--- config.mk ---
export PLATFORM = sky130hd
export DESIGN_NAME = wdt_lock
export DESIGN_NICKNAME = d
export VERILOG_FILES = /design/src/rtl/wdt_lock_pkg.sv /design/src/rtl/wdt_lock_cfg.sv /design/src/rtl/wdt_lock_cnt.sv /design/src/rtl/wdt_lock_exp.sv /design/src/rtl/wdt_lock.sv
export SDC_FILE = /design/constraint.sdc
export NUM_CORES = 1
export LEC_CHECK = 0
export ABC_CLOCK_PERIOD_IN_PS = 2700
export BUFFER_PORTS_ARGS = -buffer_cell sky130_fd_sc_hd__buf_4
export CAP_MARGIN = 0
export CORE_MARGIN = 5
export CORE_UTILIZATION = 40
export CTS_BUF_LIST = sky130_fd_sc_hd__clkbuf_16
export DETAILED_ROUTE_END_ITERATION = 16
export PLACE_DENSITY_LB_ADDON = 0.08
export RECOVER_POWER = 50
export SETUP_SLACK_MARGIN = 0.4
export SYNTH_ARGS = -nofsm -noshare
export SYNTH_HDL_FRONTEND = slang
export SYNTH_SLANG_ARGS = --single-unit
--- constraint.sdc ---
create_clock -name clk_i -period 2.7 [get_ports clk_i]
set_clock_uncertainty 0.15 [all_clocks]
set_input_delay 0.135 -clock clk_i [delete_from_list [all_inputs] [get_ports clk_i]]
set_output_delay 0.135 -clock clk_i [all_outputs]
set_load 0.01 [all_outputs]
--- src/rtl/wdt_lock_pkg.sv ---
package wdt_lock_pkg;
  localparam int unsigned CODE_W = 4;

  typedef enum logic [1:0] {
    MODE_FLAG  = 2'd0,
    MODE_RESET = 2'd1,
    MODE_IRQ   = 2'd2,
    MODE_DUAL  = 2'd3
  } wdt_mode_e;

  // register image, MSB first: bit 9 down to bit 0
  typedef struct packed {
    logic              flag;
    logic              retrig;
    logic              enable;
    logic              nmi_sel;
    wdt_mode_e         mode;
    logic [CODE_W-1:0] period;
  } wdt_reg_t;
endpackage

--- src/rtl/wdt_lock_cfg.sv ---
module wdt_lock_cfg
  import wdt_lock_pkg::*;
(
  input  logic              clk_i,
  input  logic              por_ni,
  input  logic              wr_en_i,
  input  logic [CODE_W-1:0] wr_period_i,
  input  wdt_mode_e         wr_mode_i,
  input  logic              wr_nmi_sel_i,
  input  logic              wr_enable_i,
  output logic [CODE_W-1:0] period_o,
  output wdt_mode_e         mode_o,
  output logic              nmi_sel_o,
  output logic              enable_o,
  output logic              start_o
);
  logic wr_open;
  assign wr_open = wr_en_i & ~enable_o;
  assign start_o = wr_open & wr_enable_i;

  // power-on domain only: lock survives warm reset
  always_ff @(posedge clk_i or negedge por_ni) begin
    if (!por_ni) begin
      period_o  <= '0;
      mode_o    <= MODE_FLAG;
      nmi_sel_o <= 1'b0;
      enable_o  <= 1'b0;
    end else if (wr_open) begin
      period_o  <= wr_period_i;
      mode_o    <= wr_mode_i;
      nmi_sel_o <= wr_nmi_sel_i;
      enable_o  <= wr_enable_i;
    end
  end
endmodule

--- src/rtl/wdt_lock_cnt.sv ---
module wdt_lock_cnt
  import wdt_lock_pkg::*;
#(
  parameter int unsigned MAX_EXP = 11,
  localparam int unsigned CNT_W = MAX_EXP + 1
) (
  input  logic              clk_i,
  input  logic              rst_ni,
  input  logic              en_i,
  input  logic [CODE_W-1:0] code_i,
  input  logic              start_i,
  input  logic [CODE_W-1:0] start_code_i,
  input  logic              retrig_i,
  input  logic              tick_i,
  input  logic              stop_i,
  output logic              expire_o
);
  logic [CNT_W-1:0]  cnt_q;
  logic              pend_q;
  logic              halt_q;
  logic [CODE_W-1:0] sel_code;
  logic [CNT_W-1:0]  reload;

  function automatic logic [CNT_W-1:0] reload_of(input logic [CODE_W-1:0] c);
    logic [CNT_W:0] p;
    if (c > CODE_W'(MAX_EXP)) p = (CNT_W+1)'(1) << MAX_EXP;
    else                      p = (CNT_W+1)'(1) << c;
    p = p - 1'b1;
    return p[CNT_W-1:0];
  endfunction

  assign sel_code = start_i ? start_code_i : code_i;
  assign reload   = reload_of(sel_code);

  // software writes take priority over a coincident tick
  assign expire_o = en_i & tick_i & ~halt_q & ~pend_q & (cnt_q == '0)
                  & ~start_i & ~retrig_i;

  always_ff @(posedge clk_i or negedge rst_ni) begin
    if (!rst_ni) begin
      cnt_q  <= '0;
      pend_q <= 1'b1;
      halt_q <= 1'b0;
    end else if (start_i || retrig_i) begin
      cnt_q  <= reload;
      pend_q <= 1'b0;
      halt_q <= 1'b0;
    end else if (pend_q) begin
      cnt_q  <= reload;
      pend_q <= 1'b0;
    end else if (expire_o) begin
      cnt_q  <= reload;
      halt_q <= stop_i;
    end else if (en_i && tick_i && !halt_q) begin
      cnt_q  <= cnt_q - 1'b1;
    end
  end
endmodule

--- src/rtl/wdt_lock_exp.sv ---
module wdt_lock_exp
  import wdt_lock_pkg::*;
(
  input  logic      clk_i,
  input  logic      rst_ni,
  input  logic      por_ni,
  input  logic      expire_i,
  input  wdt_mode_e mode_i,
  input  logic      en_i,
  input  logic      nmi_sel_i,
  input  logic      retrig_i,
  input  logic      clr_i,
  output logic      flag_o,
  output logic      stop_o,
  output logic      rst_req_o,
  output logic      irq_o,
  output logic      nmi_o
);
  logic stage_q;
  logic int_act;

  assign stop_o  = (mode_i != MODE_DUAL) | stage_q;
  assign int_act = flag_o & en_i & ((mode_i == MODE_IRQ) | (mode_i == MODE_DUAL));
  assign nmi_o   = int_act & nmi_sel_i;
  assign irq_o   = int_act & ~nmi_sel_i;

  always_ff @(posedge clk_i or negedge rst_ni) begin
    if (!rst_ni) begin
      stage_q   <= 1'b0;
      rst_req_o <= 1'b0;
    end else begin
      rst_req_o <= expire_i & ((mode_i == MODE_RESET) | ((mode_i == MODE_DUAL) & stage_q));
      if (retrig_i)                              stage_q <= 1'b0;
      else if (expire_i && mode_i == MODE_DUAL)  stage_q <= 1'b1;
    end
  end

  // sticky flag lives in power-on domain; set wins over clear
  always_ff @(posedge clk_i or negedge por_ni) begin
    if (!por_ni)       flag_o <= 1'b0;
    else if (expire_i) flag_o <= 1'b1;
    else if (clr_i)    flag_o <= 1'b0;
  end
endmodule

--- src/rtl/wdt_lock.sv ---
module wdt_lock
  import wdt_lock_pkg::*;
#(
  parameter int unsigned MAX_EXP = 11,
  parameter int unsigned DATA_W  = 16
) (
  input  logic              clk_i,
  input  logic              rst_ni,
  input  logic              por_ni,
  input  logic              tick_i,
  input  logic              wr_en_i,
  input  logic [DATA_W-1:0] wr_data_i,
  output logic [DATA_W-1:0] rd_data_o,
  output logic              rst_req_o,
  output logic              irq_o,
  output logic              nmi_o
);
  localparam int unsigned REG_W = $bits(wdt_reg_t);

  wdt_reg_t          wr_f, rd_f;
  logic [CODE_W-1:0] period;
  wdt_mode_e         mode;
  logic              nmi_sel, enable, start, retrig, clr;
  logic              expire, stop, flag;
  logic              warm_rst_n;
  logic              unused_hi;

  assign wr_f       = wdt_reg_t'(wr_data_i[REG_W-1:0]);
  assign unused_hi  = ^wr_data_i[DATA_W-1:REG_W];
  assign warm_rst_n = rst_ni & por_ni;
  assign retrig     = wr_en_i & wr_f.retrig & enable;
  assign clr        = wr_en_i & wr_f.flag;

  wdt_lock_cfg u_cfg (
    .clk_i        (clk_i),
    .por_ni       (por_ni),
    .wr_en_i      (wr_en_i),
    .wr_period_i  (wr_f.period),
    .wr_mode_i    (wr_f.mode),
    .wr_nmi_sel_i (wr_f.nmi_sel),
    .wr_enable_i  (wr_f.enable),
    .period_o     (period),
    .mode_o       (mode),
    .nmi_sel_o    (nmi_sel),
    .enable_o     (enable),
    .start_o      (start)
  );

  wdt_lock_cnt #(.MAX_EXP(MAX_EXP)) u_cnt (
    .clk_i        (clk_i),
    .rst_ni       (warm_rst_n),
    .en_i         (enable),
    .code_i       (period),
    .start_i      (start),
    .start_code_i (wr_f.period),
    .retrig_i     (retrig),
    .tick_i       (tick_i),
    .stop_i       (stop),
    .expire_o     (expire)
  );

  wdt_lock_exp u_exp (
    .clk_i     (clk_i),
    .rst_ni    (warm_rst_n),
    .por_ni    (por_ni),
    .expire_i  (expire),
    .mode_i    (mode),
    .en_i      (enable),
    .nmi_sel_i (nmi_sel),
    .retrig_i  (retrig),
    .clr_i     (clr),
    .flag_o    (flag),
    .stop_o    (stop),
    .rst_req_o (rst_req_o),
    .irq_o     (irq_o),
    .nmi_o     (nmi_o)
  );

  always_comb begin
    rd_f         = '0;
    rd_f.flag    = flag;
    rd_f.enable  = enable;
    rd_f.nmi_sel = nmi_sel;
    rd_f.mode    = mode;
    rd_f.period  = period;
  end
  assign rd_data_o = DATA_W'(rd_f);
endmodule

# --- Yosys cells after proc, flatten, opt, wreduce, memory -nomap -nowiden ---
# Index checks and enable logic that the tools add are counted.
word_totals:
  regBits: 25
  in_bits: 21
  output_inout_bits: 19
  word_cells: 70
classes:
  add_sub_neg: 2
  n_lt_le_gt_ge: 1
  n_eq_ne: 5
  shifts: 1
  muxes: 13
  n_bitwise: 27
  reduce_logical: 11
ops:
  columns: ["cell", "n"]
  rows:
  - ["two-way mux 12 bit", 5]
  - ["subtractor 12 x 1 -> 12 bit (second input constant)", 2]
  - ["AND 1 bit", 18]
  - ["zero test 12 bit", 1]
  - ["<< shifter 1 x 4 -> 12 bit (first input constant)", 1]
  - ["two-way mux 1 bit", 7]
  - ["inverter 1 bit", 6]
  - ["nonzero test 2 bit", 3]
  - ["== test 2 bit (second input constant)", 2]
  - ["greater-than comparator 4 bit (second input constant)", 1]
  - ["two-way mux 4 bit", 1]
  - ["!= test 2 bit (second input constant)", 2]
  - ["nonzero test 4 bit", 1]
  - ["logical AND 1 bit", 3]
  - ["OR 1 bit", 3]
  - ["== test 2 x 1 -> 1 bit (second input constant)", 1]
  - ["AND reduction 2 bit", 1]
  - ["zero test 1 bit", 1]
  - ["logical OR 1 bit", 1]

# --- Longest topological paths before layout ---
logic_depth:
  depth_word: 10
  depth_mapped: 9
  ltp_nobuf: 7

# --- Hierarchy ---
# Synthesis repeated with hierarchy kept, for this count alone.
hier_totals:
  hier_cells: 179
  area_unflattened_um2: 1751.7
by_module_without_submodules:
  columns: ["mod", "instances", "cells_per_inst", "area_each_um2", "seq_area_each_um2"]
  rows:
  - ["wdt_lock_cnt", 1, 131, 1169.9, 351.6]
  - ["wdt_lock_cfg", 1, 19, 346.6, 200.2]
  - ["wdt_lock_exp", 1, 15, 137.6, 75.1]
  - ["wdt_lock", 1, 14, 97.6, 0.0]

# --- Worst setup path after synthesis ---
# No wires, ideal clock.
synth_timing:
  kind: "register to register"
  start: "reg u_cfg.enable_o"
  end: "reg u_cnt.cnt_q[8]"
  setup_time_ps: 131
  arrival_time_ps: 2055
  required_time_ps: 2419
  slack_ps: 365
  stages_incl_launch_ff: 9
  path_buffers: 1
  synth_period_minus_slack_ps: 2335
  cell_sequence: "dfrtp_1 -> nand3b_2 -> mux2i_1 -> or2_2 -> ha_1 -> clkbuf_1 -> nor3b_1 -> a221oi_1 -> nor3_1"
synth_via:
  elab_chain_len: 10
  word_cells_on_any_way: 24
  cone_classes: "add/sub (1); order compare (1); shift (1); mux (5); bitwise (12); reduce/logical (4)"
synth_rtl:
  columns: ["element", "line", "rtl"]
  rows:
  - ["start, declared", "wdt_lock_cfg.sv:14", "output logic enable_o,"]
  - ["start signal, assigned", "wdt_lock_cfg.sv:32", "enable_o <= wr_enable_i;"]
  - ["inverter 1 bit", "wdt_lock_cfg.sv:18", "assign wr_open = wr_en_i & ~enable_o;"]
  - ["AND 1 bit", "wdt_lock_cfg.sv:18", null]
  - ["AND 1 bit", "wdt_lock_cfg.sv:19", "assign start_o = wr_open & wr_enable_i;"]
  - ["two-way mux 4 bit", "wdt_lock_cnt.sv:32", "assign sel_code = start_i ? start_code_i : code_i;"]
  - ["greater-than comparator 4 bit / << shifter 1 x 4 -> 12 bit (equally long branches)", "wdt_lock_cnt.sv:26, wdt_lock_cnt.sv:27", null]
  - ["two-way mux 12 bit", "wdt_lock_cnt.sv:26", "if (c > CODE_W'(MAX_EXP)) p = (CNT_W+1)'(1) << MAX_EXP;"]
  - ["subtractor 12 x 1 -> 12 bit", "wdt_lock_cnt.sv:28", "p = p - 1'b1;"]
  - ["two-way mux 12 bit", "wdt_lock_cnt.sv:51", "end else if (expire_o) begin"]
  - ["two-way mux 12 bit", "wdt_lock_cnt.sv:48", "end else if (pend_q) begin"]
  - ["two-way mux 12 bit", "wdt_lock_cnt.sv:44", "end else if (start_i || retrig_i) begin"]
  - ["end signal, assigned", "wdt_lock_cnt.sv:45", "cnt_q <= reload;"]
  - ["end signal, assigned", "wdt_lock_cnt.sv:49", "cnt_q <= reload;"]
  - ["end signal, assigned", "wdt_lock_cnt.sv:52", "cnt_q <= reload;"]
  - ["end, declared", "wdt_lock_cnt.sv:18", "logic [CNT_W-1:0] cnt_q;"]
# Parallel ways exist; a longest one is shown, timed or not.
# A chain may end at the register's enable or synchronous reset.

# --- Worst setup path after layout ---
layout_timing:
  start: "in wr_data_i[7]"
  end: "reg u_cnt.cnt_q[8]"
layout_via:
  elab_chain_len: 8
  word_cells_on_any_way: 14
  cone_classes: "add/sub (1); order compare (1); shift (1); mux (5); bitwise (4); reduce/logical (2)"
layout_rtl:
  columns: ["element", "line", "rtl"]
  rows:
  - ["start, declared", "wdt_lock.sv:12", "input logic [DATA_W-1:0] wr_data_i,"]
  - ["AND 1 bit (*)", "wdt_lock_cfg.sv:19", null]
  - ["two-way mux 4 bit", "wdt_lock_cnt.sv:32", null]
  - ["greater-than comparator 4 bit / << shifter 1 x 4 -> 12 bit (equally long branches)", "wdt_lock_cnt.sv:26, wdt_lock_cnt.sv:27", null]
  - ["two-way mux 12 bit", "wdt_lock_cnt.sv:26", null]
  - ["subtractor 12 x 1 -> 12 bit", "wdt_lock_cnt.sv:28", null]
  - ["two-way mux 12 bit", "wdt_lock_cnt.sv:51", null]
  - ["two-way mux 12 bit", "wdt_lock_cnt.sv:48", null]
  - ["two-way mux 12 bit", "wdt_lock_cnt.sv:44", null]
# Every way passes the cells marked *; elsewhere a longest branch is shown, timed or not.

==> metrics.md <==
| Metric | Value |
|---|---|
| Setup TNS | `0 ps` |
| Worst-Skew Late Latency | `about 260 ps` |
| Routability Congestion | `approximately 0.82` |
| Chip width | `just under 80 µm` |
| Die footprint | `5950 µm²` |
| RSZ-0062 raised after global routing | `no` |
| HPWL reported at the end of detailed placement | `3.43 mm` |
| Crit share post-route | `0.869` |
| Placeable core region | `4350 µm²` |
| Count of yosys warnings during synthesis | `0` |
| Number of cells traversed by the worst hold path | `2` |
| Share of layout cells above drive strength 1 | `0.218` |
| Path type of the worst setup path | `in2reg` |
| Post-Place Worst Slack | `323 ps` |
| Post-Syn Instances | `199` |
| Worst Max-Slew Pin Slew | `1160 ps` |
| Starting density of the core | `0.414` |
| 1st-iter DRT viols | `86` |
| Count of max-cap constraint violations | `0` |
| Prevailing post-synth register cell | `sky130_fd_sc_hd__dfrtp_1` |
| Antenna Diode Count | `0` |
| Power after layout | `around 1.3 mW` |
| Routed Wire Length | `4.61 mm` |
| Post-Syn Area per Cell | `9.07 µm²` |
| Share of the synthesized area in the top cell type | `0.333` |
| Share of async-settable or async-resettable flops after synthesis | `1.00` |
| Critical path launch point | `wr_data_i[7]` |
| Type of the most critical hold path | `in2reg` |
| Worst reg2reg endpoint | `u_cnt.cnt_q[8]` |
| Buffer levels on the longest clock path | `2` |
| Number of global-route vias before repair | `between 1500 and 2000` |
| Clock net sink count | `25` |
| Sequential fraction of the synthesis area | `0.347` |
| Outcome | `finished clean` |
| Achievable frequency | `~0.43 GHz` |
| Worst Setup Start Kind | `input pin` |
| Total global routing overflow | `0` |
| Antenna Nets Post-Route | `0` |
| Global-route usage over all layers | `0.148` |
| Kind of capture point of the worst setup path | `flop` |
| Vertical die dimension | `77.2 µm` |
| Pin count of the biggest net entering global routing | `17` |
| LEAKAGE | `between 0.8 and 0.9 nW` |
| Flop2flop setup slack | `about 470 ps` |
| Start point of the worst min-delay path | `wr_en_i` |
| Origin of the critical flop-to-flop path | `u_cfg.enable_o` |
| Global-route wire length before repair | `7.35 mm` |
| DR vias/cell | `5.87` |
| Slew Viols, Final | `0` |
| Worst Hold End | `u_exp.stage_q` |
| Final setup margin | `355 ps` |
| Library cell occupying the most area in the post-synthesis netlist | `sky130_fd_sc_hd__dfrtp_1` |
| Clock tree from TritonCTS | `yes` |
| Number of endpoints failing setup at the final stage | `0` |
| Post-synth EDFFs | `0` |
| Drt drc | `0` |
| Post-CTS clock slew at the launch and capture registers of the worst setup and hold paths | `70 ps` |
| Number of storage elements in the synthesis netlist | `25` |
| Final-layout worst hold slack | `~18 ps` |
| Power density relative to cell area | `633 nW/µm²` |
| Count of cell types in the netlist | `56` |
| Antenna violations before repair | `0` |
| First-pass iteration count of the detailed router | `4` |
| Final Hold Fails | `0` |
| Routed wire length per instance | `roughly 17 µm` |
| R2R cell count | `7` |
| Via count | `about 1600` |
| Buffers on Ports | `26` |
| Count of nets after finishing | `249` |
| Most common cell after layout, fill and taps aside | `sky130_fd_sc_hd__dfrtp_1` |
| Number of buffers inserted during clock tree synthesis | `3` |
| Commonest cells after routing, fill and taps aside | `sky130_fd_sc_hd__dfrtp_1, sky130_fd_sc_hd__nor2_1, sky130_fd_sc_hd__buf_4` |
| Worst vdd ir | `between 0.0002 and 0.00025 V` |
| Number of cell rows | `24` |
| Cell types with the largest area share after synthesis | `sky130_fd_sc_hd__dfrtp_1, sky130_fd_sc_hd__buf_4, sky130_fd_sc_hd__mux2_2, sky130_fd_sc_hd__nor2_1, sky130_fd_sc_hd__nor3_1` |
| Arrival time reported for the critical path endpoint | `2330 ps` |
| Crit Path Max Fanout | `8` |
| Area grow syn2layout | `17.5%` |
| Final min period | `2350 ps` |
| Headroom to the max-slew limit | `0.229` |
| Ports placed on the boundary | `40` |
| Synthesized area | `around 1800 µm²` |
| Max H-tree Level | `1` |
| Required time at the worst-slack endpoint | `between 2000 and 3000 ps` |
| CTS Root Buffer Type | `sky130_fd_sc_hd__clkbuf_16` |
[layer usage]
metal,track usage,up-vias,part of all wire
met2,0.243,50,0.48
met1,0.196,801,0.46
met3,0.0269,8,0.043
met4,0.0430,0,0.012
li1,-,766,-
met5,0,-,0
[cells in the mapped netlist, drive strengths merged (5+ instances only)]
library cell	n
a211oi	6
clkbuf	7
mux2i	5
nand2	11
a21oi	8
mux2	9
nor2	17
buf	16
o21ai	7
dfrtp	24
nand3	11
nor3	12
[report_power, final]
part	internal [mW]	switching, mW	leakage, nW
clock network	0.201	0.138	0.0371
logic	0.206	0.225	0.555
registers	0.452	0.119	0.305
[worst max-delay path by stage]
stage / endpoint / slack [ps]
after CTS: u_cnt.cnt_q[8] / 410
after floorplan: u_cnt.cnt_q[8] / 430
final: u_cnt.cnt_q[8] / 350
after global placement: u_cnt.cnt_q[8] / 370
after global routing: u_cnt.cnt_q[8] / 210
after detailed placement: u_cnt.cnt_q[8] / 320
[state kept, by name, indices dropped and copies added, names as in the netlist]
register / flops
u_cfg.nmi_sel_o: 1
u_cnt.halt_q: 1
u_cfg.enable_o: 1
u_cnt.pend_q: 1
u_cnt.cnt_q: 12
u_cfg.mode_o: 2
u_exp.stage_q: 1
u_exp.rst_req_o: 1
u_exp.flag_o: 1
u_cfg.period_o: 4
[kinds of logic after synthesis]
kind of cell,synth area share
compound gates,0.186
xor+xnor,0.0194
fa+ha+maj,0.0139
buf+inv,0.0888
flops,0.347
mux,0.0881
other cells,0.00208
simple gates,0.255
[through the flow]
stage | instances | utilization | cell area, µm²
6_report | 277 | 0.487 | 2120
5_1_grt | 277 | 0.487 | 2120
4_1_cts | 276 | 0.492 | 2140
3_5_place_dp | 265 | 0.456 | 1980
3_3_place_gp | 265 | 0.456 | 1980
2_1_floorplan | 206 | - | 1840
[critical path, stage by stage]
cell	delay, ps
sky130_fd_sc_hd__dlygate4sd3_1	520
sky130_fd_sc_hd__clkbuf_1	220
sky130_fd_sc_hd__nand3b_4	160
sky130_fd_sc_hd__mux2i_2	200
sky130_fd_sc_hd__or2_2	310
sky130_fd_sc_hd__ha_2	240
sky130_fd_sc_hd__nor3b_2	180
sky130_fd_sc_hd__a221oi_2	270
sky130_fd_sc_hd__nor3_1	90
[layout make-up]
type	instances	area [µm²]
Clock buffer	3	75.1
Clock inverter	1	7.51
Fill cell	411	2230
Inverter	4	15.0
Multi-Input combinational cell	154	1080
Sequential cell	25	628
Tap cell	52	65.1
Timing Repair Buffer	38	250
[what timing repair did]
item	4_1_cts	5_1_grt
endpoints found under the hold margin	29	0
gates cloned	0	0
resized for setup	2	5
endpoints found under the setup margin	2	2
hold buffers	7	0
setup buffers	0	1
pin swaps	0	1
Note: power is estimated with default switching activity, not from simulation.
